===== src/rtl/freqreg_pkg.sv =====
package freqreg_pkg;

  typedef logic signed [31:0] acc_t;

  function automatic acc_t sat(input acc_t v, input acc_t lo, input acc_t hi);
    if (v < lo) return lo;
    if (v > hi) return hi;
    return v;
  endfunction

endpackage


===== src/rtl/freqreg_sync.sv =====
module freqreg_sync #(
  parameter int STAGES = 2
) (
  input  logic clk,
  input  logic rst_n,
  input  logic d_in,
  output logic q_out
);
  logic [STAGES-1:0] stg_q;

  generate
    if (STAGES == 1) begin : g_one
      always_ff @(posedge clk or negedge rst_n) begin
        if (!rst_n) stg_q <= '0;
        else        stg_q <= d_in;
      end
    end else begin : g_chain
      always_ff @(posedge clk or negedge rst_n) begin
        if (!rst_n) stg_q <= '0;
        else        stg_q <= {stg_q[STAGES-2:0], d_in};
      end
    end
  endgenerate

  assign q_out = stg_q[STAGES-1];
endmodule


===== src/rtl/freqreg_capture.sv =====
module freqreg_capture #(
  parameter int CNT_W   = 16,
  parameter int TIMEOUT = 4000
) (
  input  logic             clk,
  input  logic             rst_n,
  input  logic             sig_s,
  output logic             meas_valid,
  output logic [CNT_W-1:0] meas_period,
  output logic             stale
);
  localparam int IDLE_W = $clog2(TIMEOUT + 1);
  localparam logic [IDLE_W-1:0] IDLE_MAX = IDLE_W'(TIMEOUT);
  localparam logic [IDLE_W-1:0] TO_M1    = IDLE_W'(TIMEOUT - 1);
  localparam logic [CNT_W-1:0]  TO_CNT   = CNT_W'(TIMEOUT);

  logic [CNT_W-1:0]  cnt_q, ts_q, meas_q;
  logic [IDLE_W-1:0] idle_q;
  logic              sig_d_q, armed_q, stale_q, mv_q;
  logic              rise;

  assign rise = sig_s & ~sig_d_q;

  always_ff @(posedge clk or negedge rst_n) begin
    if (!rst_n) begin
      cnt_q   <= '0;
      ts_q    <= '0;
      meas_q  <= '0;
      idle_q  <= '0;
      sig_d_q <= 1'b0;
      armed_q <= 1'b0;
      stale_q <= 1'b0;
      mv_q    <= 1'b0;
    end else begin
      cnt_q   <= cnt_q + 1'b1;
      sig_d_q <= sig_s;
      mv_q    <= 1'b0;
      if (rise) begin
        idle_q  <= '0;
        ts_q    <= cnt_q;
        armed_q <= 1'b1;
        if (armed_q) begin
          mv_q    <= 1'b1;
          meas_q  <= cnt_q - ts_q;
          stale_q <= 1'b0;
        end
      end else begin
        if (idle_q != IDLE_MAX) idle_q <= idle_q + 1'b1;
        if (idle_q == TO_M1) begin
          stale_q <= 1'b1;
          armed_q <= 1'b0;
        end
      end
    end
  end

  assign meas_valid  = mv_q;
  assign meas_period = meas_q;
  assign stale       = stale_q;

  AST_MEAS_BOUND: assert property (@(posedge clk) disable iff (!rst_n)
    mv_q |-> (meas_q != '0 && meas_q <= TO_CNT));
  AST_STALE_EXCL: assert property (@(posedge clk) disable iff (!rst_n)
    stale_q |-> !mv_q);
  AST_STALE_RISE: assert property (@(posedge clk) disable iff (!rst_n)
    $rose(stale_q) |-> !armed_q);
endmodule


===== src/rtl/freqreg_pi.sv =====
module freqreg_pi
  import freqreg_pkg::*;
#(
  parameter int CNT_W    = 16,
  parameter int PER_W    = 12,
  parameter int TGT_LO   = 1000,
  parameter int TGT_HI   = 625,
  parameter int KP_SH    = 1,
  parameter int KI_SH    = 3,
  parameter int INT_INIT = 1954,
  parameter int INT_MIN  = 500,
  parameter int INT_MAX  = 4000,
  parameter int PER_MIN  = 400,
  parameter int PER_MAX  = 4095
) (
  input  logic             clk,
  input  logic             rst_n,
  input  logic             meas_valid,
  input  logic [CNT_W-1:0] meas_period,
  input  logic             sel_hi,
  output logic             out_valid,
  input  logic             out_ready,
  output logic [PER_W-1:0] out_period
);
  localparam logic [PER_W-1:0] RST_PER = PER_W'(INT_INIT);
  localparam logic [PER_W-1:0] PMIN_V  = PER_W'(PER_MIN);
  localparam logic [PER_W-1:0] PMAX_V  = PER_W'(PER_MAX);

  acc_t integ_q, target, err, integ_nx, per_nx, meas_s;
  logic [PER_W-1:0] per_q;
  logic             vld_q, take;

  always_comb begin
    meas_s   = $signed({{(32-CNT_W){1'b0}}, meas_period});
    target   = sel_hi ? acc_t'(TGT_HI) : acc_t'(TGT_LO);
    err      = target - meas_s;
    integ_nx = sat(integ_q + (err >>> KI_SH), acc_t'(INT_MIN), acc_t'(INT_MAX));
    per_nx   = sat(integ_nx + (err >>> KP_SH), acc_t'(PER_MIN), acc_t'(PER_MAX));
  end

  assign take = meas_valid && (!vld_q || out_ready);

  always_ff @(posedge clk or negedge rst_n) begin
    if (!rst_n) begin
      integ_q <= acc_t'(INT_INIT);
      per_q   <= RST_PER;
      vld_q   <= 1'b0;
    end else if (take) begin
      integ_q <= integ_nx;
      per_q   <= per_nx[PER_W-1:0];
      vld_q   <= 1'b1;
    end else if (out_ready) begin
      vld_q   <= 1'b0;
    end
  end

  assign out_valid  = vld_q;
  assign out_period = per_q;

  AST_PER_RANGE: assert property (@(posedge clk) disable iff (!rst_n)
    vld_q |-> (per_q >= PMIN_V && per_q <= PMAX_V));
  AST_INT_RANGE: assert property (@(posedge clk) disable iff (!rst_n)
    (integ_q >= acc_t'(INT_MIN) && integ_q <= acc_t'(INT_MAX)));
  AST_STALL_HOLD: assert property (@(posedge clk) disable iff (!rst_n)
    (vld_q && !out_ready) |=> (vld_q && $stable(per_q)));
  AST_STALL_INTEG: assert property (@(posedge clk) disable iff (!rst_n)
    (vld_q && !out_ready) |=> $stable(integ_q));
  AST_NO_SPURIOUS: assert property (@(posedge clk) disable iff (!rst_n)
    !meas_valid |=> ($stable(per_q) && $stable(integ_q)));
  AST_VALID_SRC: assert property (@(posedge clk) disable iff (!rst_n)
    (!vld_q && !meas_valid) |=> !vld_q);
endmodule


===== src/rtl/edge_freq_regulator.sv =====
module edge_freq_regulator #(
  parameter int SYNC_ST  = 2,
  parameter int CNT_W    = 16,
  parameter int PER_W    = 12,
  parameter int TIMEOUT  = 4000,
  parameter int TGT_LO   = 1000,
  parameter int TGT_HI   = 625,
  parameter int KP_SH    = 1,
  parameter int KI_SH    = 3,
  parameter int INT_INIT = 1954,
  parameter int INT_MIN  = 500,
  parameter int INT_MAX  = 4000,
  parameter int PER_MIN  = 400,
  parameter int PER_MAX  = 4095
) (
  input  logic             clk,
  input  logic             rst_n,
  input  logic             sense_in,
  input  logic             fsel_in,
  output logic             per_valid,
  input  logic             per_ready,
  output logic [PER_W-1:0] per_value,
  output logic             stale
);
  logic             sense_s, fsel_s, mv;
  logic [CNT_W-1:0] mp;

  freqreg_sync #(.STAGES(SYNC_ST)) u_sync_sense (
    .clk(clk), .rst_n(rst_n), .d_in(sense_in), .q_out(sense_s));

  freqreg_sync #(.STAGES(SYNC_ST)) u_sync_sel (
    .clk(clk), .rst_n(rst_n), .d_in(fsel_in), .q_out(fsel_s));

  freqreg_capture #(.CNT_W(CNT_W), .TIMEOUT(TIMEOUT)) u_cap (
    .clk(clk), .rst_n(rst_n), .sig_s(sense_s),
    .meas_valid(mv), .meas_period(mp), .stale(stale));

  freqreg_pi #(
    .CNT_W(CNT_W), .PER_W(PER_W), .TGT_LO(TGT_LO), .TGT_HI(TGT_HI),
    .KP_SH(KP_SH), .KI_SH(KI_SH), .INT_INIT(INT_INIT),
    .INT_MIN(INT_MIN), .INT_MAX(INT_MAX),
    .PER_MIN(PER_MIN), .PER_MAX(PER_MAX)
  ) u_pi (
    .clk(clk), .rst_n(rst_n), .meas_valid(mv), .meas_period(mp),
    .sel_hi(fsel_s), .out_valid(per_valid), .out_ready(per_ready),
    .out_period(per_value));

  AST_STALE_HOLD: assert property (@(posedge clk) disable iff (!rst_n)
    (stale && !mv) |=> $stable(per_value));
endmodule


===== config.mk =====
export PLATFORM = sky130hd
export DESIGN_NAME = edge_freq_regulator
export DESIGN_NICKNAME = d
export VERILOG_FILES = /design/src/rtl/freqreg_pkg.sv /design/src/rtl/freqreg_sync.sv /design/src/rtl/freqreg_capture.sv /design/src/rtl/freqreg_pi.sv /design/src/rtl/edge_freq_regulator.sv
export SDC_FILE = /design/constraint.sdc
export NUM_CORES = 1
export LEC_CHECK = 0
export BUFFER_PORTS_ARGS = -buffer_cell sky130_fd_sc_hd__buf_2
export CAP_MARGIN = 20
export CORE_MARGIN = 3
export CORE_UTILIZATION = 55
export DETAILED_ROUTE_END_ITERATION = 7
export PLACE_DENSITY = 0.7
export SLEW_MARGIN = 20
export SYNTH_ARGS = -nofsm -noshare
export SYNTH_HDL_FRONTEND = slang
export SYNTH_SLANG_ARGS = --single-unit

===== constraint.sdc =====
create_clock -name clk -period 11.3 [get_ports clk]
set_input_delay 1.695 -clock clk [delete_from_list [all_inputs] [get_ports clk]]
set_output_delay 1.695 -clock clk [all_outputs]
set_load 0.02 [all_outputs]

# == After elaboration in Yosys (flattened, before gate mapping) ==
# Cells that the tools add are included.
# totals
regBits,113
input_bits,5
out_inout_bits,14
elab_cells,62
# op_classes
n_addsub,6
order_cmp,4
n_eq_ne,3
muxes,26
bitwise_logic,2
n_reduce_logical,8
# ops
operator,count
two-way mux 32 bit,4
two-way mux 12 bit,6
> comparator 32 x 13 -> 1 bit (second input constant),2
< comparator 32 x 10 -> 1 bit (second input constant),2
adder 32 x 29 -> 32 bit,1
adder 32 x 31 -> 32 bit,1
subtractor 10 x 16 -> 17 bit,1
adder 16 x 1 -> 16 bit (second input constant),1
subtractor 16 bit,1
two-way mux 1 bit,15
adder 12 x 1 -> 12 bit (second input constant),1
== test 12 bit (second input constant),1
!= test 12 bit (second input constant),1
two-way mux 9 bit,1
nonzero test 2 bit,3
AND reduction 2 bit,2
!= test 2 x 1 -> 1 bit (second input constant),1
AND 1 bit,1
logical AND 1 bit,1
zero test 1 bit,1
logical OR 1 bit,1
NOT 1 bit,1

# == Longest topological paths before layout ==
# Gate-level depths: netlist of the first run.
# depth
ltp_word,14
depth_mapped,34
mapped_depth_nobuf,33

# == Hierarchy ==
# A second synthesis of the first run with hierarchy kept.
# unflattened
cells_unflattened,1136
area_unflattened_um2,9693.0
# modules_own_cells
module,n_inst,cells_each,area_per_inst_um2,seq_area_each_um2
freqreg_pi,1,790,6274.8,1141.1
freqreg_capture,1,342,3318.2,1601.5
freqreg_sync,2,2,50.0,50.0

# == Least setup slack after synthesis of the first run ==
# OpenSTA, ideal clock, no wires.
# synth_path
path_type,register -> register
startpoint,register u_sync_sel.stg_q[1]
endpoint,register u_pi.per_q[4] (netlist: u_pi.out_period[4])
setup_time_ps,121
arrival_time_ps,8578
t_required_ps,11179
slack_ps,2601
path_stages_with_launch,33
n_path_buf,2
synth_period_minus_slack_ps,8699
path_cell_list,dfrtp_1 inv_1 ha_1 and3b_1 o21ai_0 a31oi_1 o21a_1 o311ai_2 ha_1 clkbuf_1 a21oi_1 o21ai_1 a211o_1 a211oi_1 nor2_1 a22o_1 nor4_1 or4_1 nand4b_4 clkbuf_1 nor3_1 ha_1 fa_1 a211oi_1 o211a_1 o21ai_1 a211o_1 a221o_1 or4_1 nor4b_2 o2111ai_2 nand2b_1 o22a_1
# synth_via
elab_chain_len,14
elab_cells_between_ends,20
cone_classes,3 x add/sub; 4 x order compare; 13 x mux
# synth_rtl
item,line_no,rtl
"start, declared",freqreg_sync.sv:9,logic [STAGES-1:0] stg_q;
"start signal, assigned",freqreg_sync.sv:20,"else stg_q <= {stg_q[STAGES-2:0], d_in};"
two-way mux 9 bit (*),freqreg_pi.sv:35,target = sel_hi ? acc_t'(TGT_HI) : acc_t'(TGT_LO);
subtractor 10 x 16 -> 17 bit (*),freqreg_pi.sv:36,err = target - meas_s;
adder 32 x 29 -> 32 bit (*),freqreg_pi.sv:37,"integ_nx = sat(integ_q + (err >>> KI_SH), acc_t'(INT_MIN), acc_t'(INT_MAX));"
> comparator 32 x 13 -> 1 bit,freqreg_pkg.sv:7,if (v > hi) return hi;
two-way mux 1 bit (2 in a row),freqreg_pkg.sv:7,
two-way mux 32 bit,freqreg_pkg.sv:8,return v;
two-way mux 32 bit (*),freqreg_pkg.sv:7,
net u_pi.integ_nx[0],freqreg_pi.sv:29,"acc_t integ_q, target, err, integ_nx, per_nx, meas_s;"
adder 32 x 31 -> 32 bit (*),freqreg_pi.sv:38,"per_nx = sat(integ_nx + (err >>> KP_SH), acc_t'(PER_MIN), acc_t'(PER_MAX));"
> comparator 32 x 13 -> 1 bit,freqreg_pkg.sv:7,
two-way mux 1 bit (2 in a row),freqreg_pkg.sv:7,
two-way mux 12 bit,freqreg_pkg.sv:8,
two-way mux 12 bit (*),freqreg_pkg.sv:7,
"end signal, assigned",freqreg_pi.sv:50,per_q <= per_nx[PER_W-1:0];
"end, declared",freqreg_pi.sv:30,logic [PER_W-1:0] per_q;
# The timed path passes the listed nets; every way through them passes the cells marked *. The select of a mux whose other input is x is not followed.
# A chain may end at the register's enable or synchronous reset.

# == Worst setup path in the final report of the first run ==
# Ends and elaborated chain as after synthesis.

==> metrics.md, run 1 <==
| Metric | Value |
|---|---|
| Post-Route Skew | `0.00983 ns` |
| Clock latency on the worst-skew pair | `0.43 ns` |
| Top FF cell, synth | `dfrtp_1` |
| Cell taking the most area after synthesis | `dfrtp_1` |
| Most common library cells after synthesis | `dfrtp_1 (101), nand2_1 (96), nor2_1 (93)` |
| Ports | `19` |
| Final period utilization | `0.779` |
| Crit path buffers/inverters | `1` |
| Largest net degree at the start of global routing | `60` |
| Synth-to-Final Area Change | `10.0%` |
| WL/cell | `16.3 um` |
| Die Ht | `136 um` |
| Crit path top cell by count | `nor3_1` |
| CP max FO | `20` |
| Root Driver | `clkbuf_16` |
| Routed Antenna Nets | `0` |
| # DRC | `0` |
| Hold depth | `0` |
| Initial antenna violation count | `0` |
| Tot GR Track Use | `0.249` |
| H-Tree Level Count | `4` |
| Vias in the first global route | `7689` |
| Post-Route Setup TNS | `0 ns` |
| Ranking of synthesized cells by area | `dfrtp_1 (27%), ha_1 (11%), a21oi_1 (4.8%), xnor2_1 (4.4%), o21ai_0 (4.2%)` |
| Nature of the critical path endpoint | `register` |
| Number of synthesized flops with an enable pin | `0` |
| Standard-cell rows | `46` |
| Die area | `0.0184 sq mm` |
| Core footprint | `0.0162 sq mm` |
| Reg clk slew, reported paths | `0.06 ns` |
| Final hold violations | `0` |
| Post-CTS setup repair buffer count | `0` |
| Max Clock Freq | `114 MHz` |
| Via density | `5.97` |
| Critical path depth | `31` |
| Yosys warning total | `0` |
| Distinct cells, synth | `79` |
| Hold_ws | `0.349 ns` |
| Layout cell share with drive strength beyond 1 | `0.0792` |
| Number of max-cap violations | `0` |
| Worst-Margin Slew | `0.978 ns` |
| Asr flop ratio synth | `1.00` |
| Status | `finished, final reports clean` |
| Critical path launch point type | `register` |
| Post-Syn Area | `0.00925 sq mm` |
| GRT overflow | `0` |
| Synth Instances | `1099` |
| Max clock buf depth | `2` |
| Sequential share of the synthesized area | `0.307` |
| Largest stage delay on the critical path | `0.47 ns` |
| Cts repair resizes | `0` |
| Worst IR Drop VDD | `0.149 mV` |
| Min-delay worst type | `reg -> reg` |
| Worst r2r path cells | `31` |
| CTS buffer count | `17` |
| CP max stage cell | `nor3_1` |
| FF+latch count, synth | `113` |
| Yosys top cell area share | `0.273` |
| Syn_area_per_cell | `8.42 sq um` |
| DRT iter0 DRCs | `470` |
| Global-route wire length before repair | `37100 um` |
| Post-DP HPWL | `16200 um` |
| Critical Path RT | `11.61 ns` |
| Post-cts hold buffer count | `0` |
| Drt pass-1 iters | `5` |
| R2r setup slk | `2.49 ns` |
| Inserted Diodes | `0` |
| RSZ-0062 raised after global routing | `no` |
| Vias | `8078` |
| Most frequent cell after synthesis | `dfrtp_1` |
| # setup viols final | `0` |
| Fin nets | `1216` |
| PwrDens | `219 mW/mm^2` |
| Worst setup path category | `reg -> reg` |
| Period minus WS final | `8.81 ns` |
| Clock Sinks | `113` |
| Initial Util | `0.572` |
| Crit path DAT | `9.12 ns` |
| CP delay by family, top | `compound AO/OA/AOI/OAI gates` |
| I/O Buffers | `18` |
| Leak | `0.00469 uW` |
| Die X-Extent | `136 um` |
| CTS tree | `yes` |
| Worst relative slew slack | `0.331` |
| Routed WL | `22000 um` |
| Max-slew violations | `0` |
| Gpl congestion | `0.938` |
==> cells in the final DEF (no fill, tap or decap), types with 10 or more instances in the layout <==
| master | count |
|---|---|
| a21o_1 | 25 |
| a21oi_1 | 89 |
| a31oi_1 | 14 |
| and2_1 | 28 |
| and3_1 | 20 |
| buf_2 | 17 |
| clkbuf_16 | 17 |
| conb_1 | 19 |
| dfrtp_1 | 101 |
| dfstp_2 | 12 |
| ha_1 | 85 |
| inv_1 | 64 |
| nand2_1 | 96 |
| nand2b_1 | 10 |
| nand3_1 | 25 |
| nand4_1 | 20 |
| nor2_1 | 93 |
| nor2b_1 | 10 |
| nor3_1 | 24 |
| o21a_1 | 25 |
| o21ai_0 | 77 |
| o31ai_1 | 16 |
| xnor2_1 | 46 |
| xor2_1 | 34 |
==> sequential cells by signal, indices dropped and copies added (netlist names) <==
register	flops
u_cap.meas_valid	1
u_cap.sig_d_q	1
u_cap.ts_q	16
u_sync_sense.stg_q	2
u_cap.armed_q	1
u_pi.out_valid	1
u_sync_sel.stg_q	2
u_cap.cnt_q	16
u_cap.stale	1
u_cap.meas_period	16
u_cap.idle_q	12
u_pi.integ_q	32
u_pi.out_period	12
==> kinds of logic after synthesis <==
kind of cell / Yosys count / share of synthesized area
flops: 113 / 0.307
other cells: 1 / 0.000405
simple gates: 368 / 0.199
compound gates: 340 / 0.244
buf+inv: 100 / 0.0417
xor+xnor: 80 / 0.0757
fa+ha+maj: 88 / 0.121
mux: 9 / 0.00974
==> per-stage QoR <==
stage,instances,util,total power [uW],setup slack [ns],instance area [sq um]
after floorplan,1117,-,1390,2.60,9320
after global placement,1320,0.592,1640,2.80,9580
after detailed placement,1320,0.592,1650,2.70,9580
after CTS,1352,0.629,2200,2.60,10200
after global routing,1352,0.629,2380,1.85,10200
final,1352,0.629,2230,2.49,10200
==> where the power goes <==
group,total (uW),switching [uW],internal (uW)
logic,1210,757,450
clock network,543,229,314
registers,476,27.7,448
==> path summary, 6_finish.rpt <==
path                                            start               endpoint
worst max-delay path              u_sync_sel.stg_q[1]     u_pi.out_period[4]
worst min-delay path            u_sync_sense.stg_q[0]  u_sync_sense.stg_q[1]
worst max register to register    u_sync_sel.stg_q[1]     u_pi.out_period[4]
worst min register to register  u_sync_sense.stg_q[0]  u_sync_sense.stg_q[1]
max in group asynchronous                       rst_n     u_pi.out_period[3]
min in group asynchronous                       rst_n         u_cap.cnt_q[1]
==> cell type report <==
| type | count | area (sq um) |
|---|---|---|
| Sequential cell | 113 | 2840 |
| Inverter | 65 | 244 |
| Timing Repair Buffer | 22 | 123 |
| Clock buffer | 17 | 425 |
| Tap cell | 216 | 270 |
| Multi-Input combinational cell | 904 | 6100 |
| Clock inverter | 15 | 170 |
| Fill cell | 1405 | 6000 |
==> per-layer routing <==
| metal | vias up | track usage | share of wire |
|---|---|---|---|
| met5 | - | 0 | 0 |
| met4 | 0 | 0.0756 | 0.021 |
| met3 | 42 | 0.0501 | 0.045 |
| met2 | 208 | 0.408 | 0.46 |
| met1 | 3806 | 0.333 | 0.47 |
| li1 | 4022 | - | - |
Note: power is estimated with default switching activity, not from simulation.
==> run 2: changes to the inputs <==
==> constraint.sdc (replaced) <==
create_clock -name clk -period 8.85 [get_ports clk]
set_input_delay 1.3275 -clock clk [delete_from_list [all_inputs] [get_ports clk]]
set_output_delay 1.3275 -clock clk [all_outputs]
set_load 0.02 [all_outputs]
==> metrics.md, run 2 (synthesized netlist as in run 1, its figures left out) <==
| Metric | Value |
|---|---|
| Worst relative slew slack | `0.347 (+0.0156)` |
| Clock share of power | `0.241 (-0.003)` |
| Inserted Diodes | `0 (unchanged)` |
| Routed WL | `22100 um (+0.53%)` |
| WL/cell | `16.3 um (+0.31%)` |
| Worst IR Drop VDD | `0.177 mV (+19%)` |
| Vias | `8164 (+1.1%)` |
| Int Pwr | `1560 uW (+29%)` |
| GRT overflow | `0 (unchanged)` |
| Worst r2r path cells | `31 (unchanged)` |
| R2R Path End | `u_pi.out_period[4]` |
| DRT iter0 DRCs | `554 (+18%)` |
| Critical Path RT | `9.16 ns (-2.45 ns)` |
| Part of the power in registers | `0.213 (about the same)` |
| Net Switching | `1300 uW (+28%)` |
| Filler instances | `1399 (-0.43%)` |
| Clock latency on the worst-skew pair | `0.42 ns (about the same)` |
| Largest stage delay on the critical path | `0.53 ns (+0.06 ns)` |
| Vias in the first global route | `7693 (+0.052%)` |
| Largest net degree at the start of global routing | `59 (-1.7%)` |
| Tot GR Track Use | `0.250 (+0.00150)` |
| Root Driver | `clkbuf_16` |
| Post-DP HPWL | `16400 um (+1.5%)` |
| CP max FO | `20 (unchanged)` |
| Nature of the critical path endpoint | `register` |
| Fin nets | `1219 (+0.25%)` |
| Max Clock Freq | `120 MHz (+5.7%)` |
| Total power | `2860 uW (+28%)` |
| Final hold violations | `0 (unchanged)` |
| Reg clk slew, reported paths | `0.06 ns (about the same)` |
| Core footprint | `0.0162 sq mm (unchanged)` |
| Via density | `6.03 (+0.84%)` |
| Crit path top cell by count | `ha_1` |
| Post-Route Setup TNS | `0 ns (unchanged)` |
| Ports | `19 (unchanged)` |
| Status | `finished, final reports clean` |
| R2r setup slk | `0.52 ns (-1.98 ns)` |
| Worst flop-to-flop path startpoint | `u_sync_sel.stg_q[1]` |
| Initial Util | `0.572 (unchanged)` |
| Fin util | `0.632 (+0.00279)` |
| Gpl congestion | `0.911 (-2.8%)` |
| Most frequent cells in the layout | `dfrtp_1 (101), nand2_1 (96), nor2_1 (93)` |
| Comb pwr share | `0.546 (+0.004)` |
| CP max stage cell | `or4_1` |
| DP Area | `0.00960 sq mm (+0.16%)` |
| Drt pass-1 iters | `6 (+1)` |
| Die Ht | `136 um (unchanged)` |
| Period minus WS final | `8.33 ns (-0.475 ns)` |
| Max-slew violations | `0 (unchanged)` |
| Standard-cell rows | `46 (unchanged)` |
| I/O Buffers | `18 (unchanged)` |
| Min-delay worst type | `reg -> reg` |
| Max FFs per register | `32 (unchanged)` |
| RSZ-0062 raised after global routing | `no` |
| Post-Route Skew | `0.00675 ns (-0.00308 ns)` |
| Worst setup path category | `reg -> reg` |
| Crit path DAT | `8.64 ns (-0.48 ns)` |
| Die X-Extent | `136 um (unchanged)` |
| PwrDens | `280 mW/mm^2 (+28%)` |
| Largest Register | `u_pi.integ_q` |
| Crit path to | `u_pi.out_period[4]` |
| # setup viols final | `0 (unchanged)` |
| Clock Sinks | `113 (unchanged)` |
| Commonest non-fill, non-tap cell in the layout | `dfrtp_1` |
| Critical path launch point type | `register` |
| Critical path launch point | `u_sync_sel.stg_q[1]` |
| CTS tree | `yes` |
| Routed Antenna Nets | `0 (unchanged)` |
| Post-route cell area | `0.0102 sq mm (+0.44%)` |
| H-Tree Level Count | `4 (unchanged)` |
| Die area | `0.0184 sq mm (unchanged)` |
| Final period utilization | `0.941 (+0.162)` |
| Number of max-cap violations | `0 (unchanged)` |
| Initial antenna violation count | `0 (unchanged)` |
| CTS buffer count | `17 (unchanged)` |
| Switching portion of total power | `0.454 (-0.000959)` |
| # DRC | `0 (unchanged)` |
| Synth-to-Final Area Change | `10.5%` |
| Layout cell share with drive strength beyond 1 | `0.0843 (+0.00506)` |
| Worst-Margin Slew | `0.955 ns (-0.0227 ns)` |
| Global-route wire length before repair | `37600 um (+1.4%)` |
| Max clock buf depth | `2 (unchanged)` |
| Leak | `0.00470 uW (+0.21%)` |
==> run 2: cell types whose count changed in the layout (fill, tap and decap cells not counted), sizes merged <==
cell	delta
clkinv	-6
inv	+3
buf	+3
clkinvlp	+3
==> run 2: layout make-up <==
class | count | area (sq um) | area share
sequential | 113 | 2840 | 0.278
tap | 216 | 270 | 0.0264
timing repair buffer | 25 | 158 | 0.0154
multi-input combinational | 904 | 6120 | 0.599
clock inverter | 15 | 164 | 0.0160
clock buffer | 17 | 425 | 0.0416
inverter | 65 | 244 | 0.0239
==> run 2: metrics by stage <==
step	cells	worst slack, ns	hold slack, ns
6_report	1355	0.519	0.353
5_1_grt	1355	0.00292	0.365
4_1_cts	1354	0.309	0.355
3_5_place_dp	1322	0.388	0.341
3_3_place_gp	1322	0.546	0.334
2_1_floorplan	1117	0.151	0.331
==> run 2: worst max-delay path: cells and delay by family, from the launching register on <==
family | cells | cell delay [ns]
and+or+nand+nor | 11 | 3.30
adders and majority gates | 3 | 1.05
buffers and inverters | 1 | 0.08
AOI/OAI and AO/OA | 14 | 3.06
xor gates and xnor gates | 2 | 0.34
DFF | 1 | 0.36
==> run 2: per-layer routing <==
layer | GRT usage | routed length [um] | vias up
li1 | - | - | 4032
met1 | 0.351 | 10600 | 3852
met2 | 0.394 | 10000 | 231
met3 | 0.0416 | 924 | 49
met4 | 0.0851 | 555 | 0
met5 | 0 | 0 | -
==> run 2: power groups by stage <==
stage,clock network (uW),registers [uW],logic [uW]
6_report,689,608,1560
4_1_cts,701,608,1500
3_5_place_dp,0,616,1500
5_1_grt,725,616,1710
3_3_place_gp,0,616,1490
2_1_floorplan,0,631,1150
==> run 2: worst min-delay path by stage <==
stage                                      from                    end  slack [ns]  cells past startpoint
after floorplan             u_sync_sel.stg_q[0]    u_sync_sel.stg_q[1]        0.33                      0
after CTS                 u_sync_sense.stg_q[0]  u_sync_sense.stg_q[1]        0.36                      0
after global routing      u_sync_sense.stg_q[0]  u_sync_sense.stg_q[1]        0.36                      0
after global placement    u_sync_sense.stg_q[0]  u_sync_sense.stg_q[1]        0.33                      0
after detailed placement  u_sync_sense.stg_q[0]  u_sync_sense.stg_q[1]        0.34                      0
final                     u_sync_sense.stg_q[0]  u_sync_sense.stg_q[1]        0.35                      0
==> run 2: timing repair <==
action | 4_1_cts | 5_1_grt
setup buffers | 0 | 1
resized for setup | 0 | 4
endpoints found under the setup margin | 0 | 12
hold buffers | 0 | 0
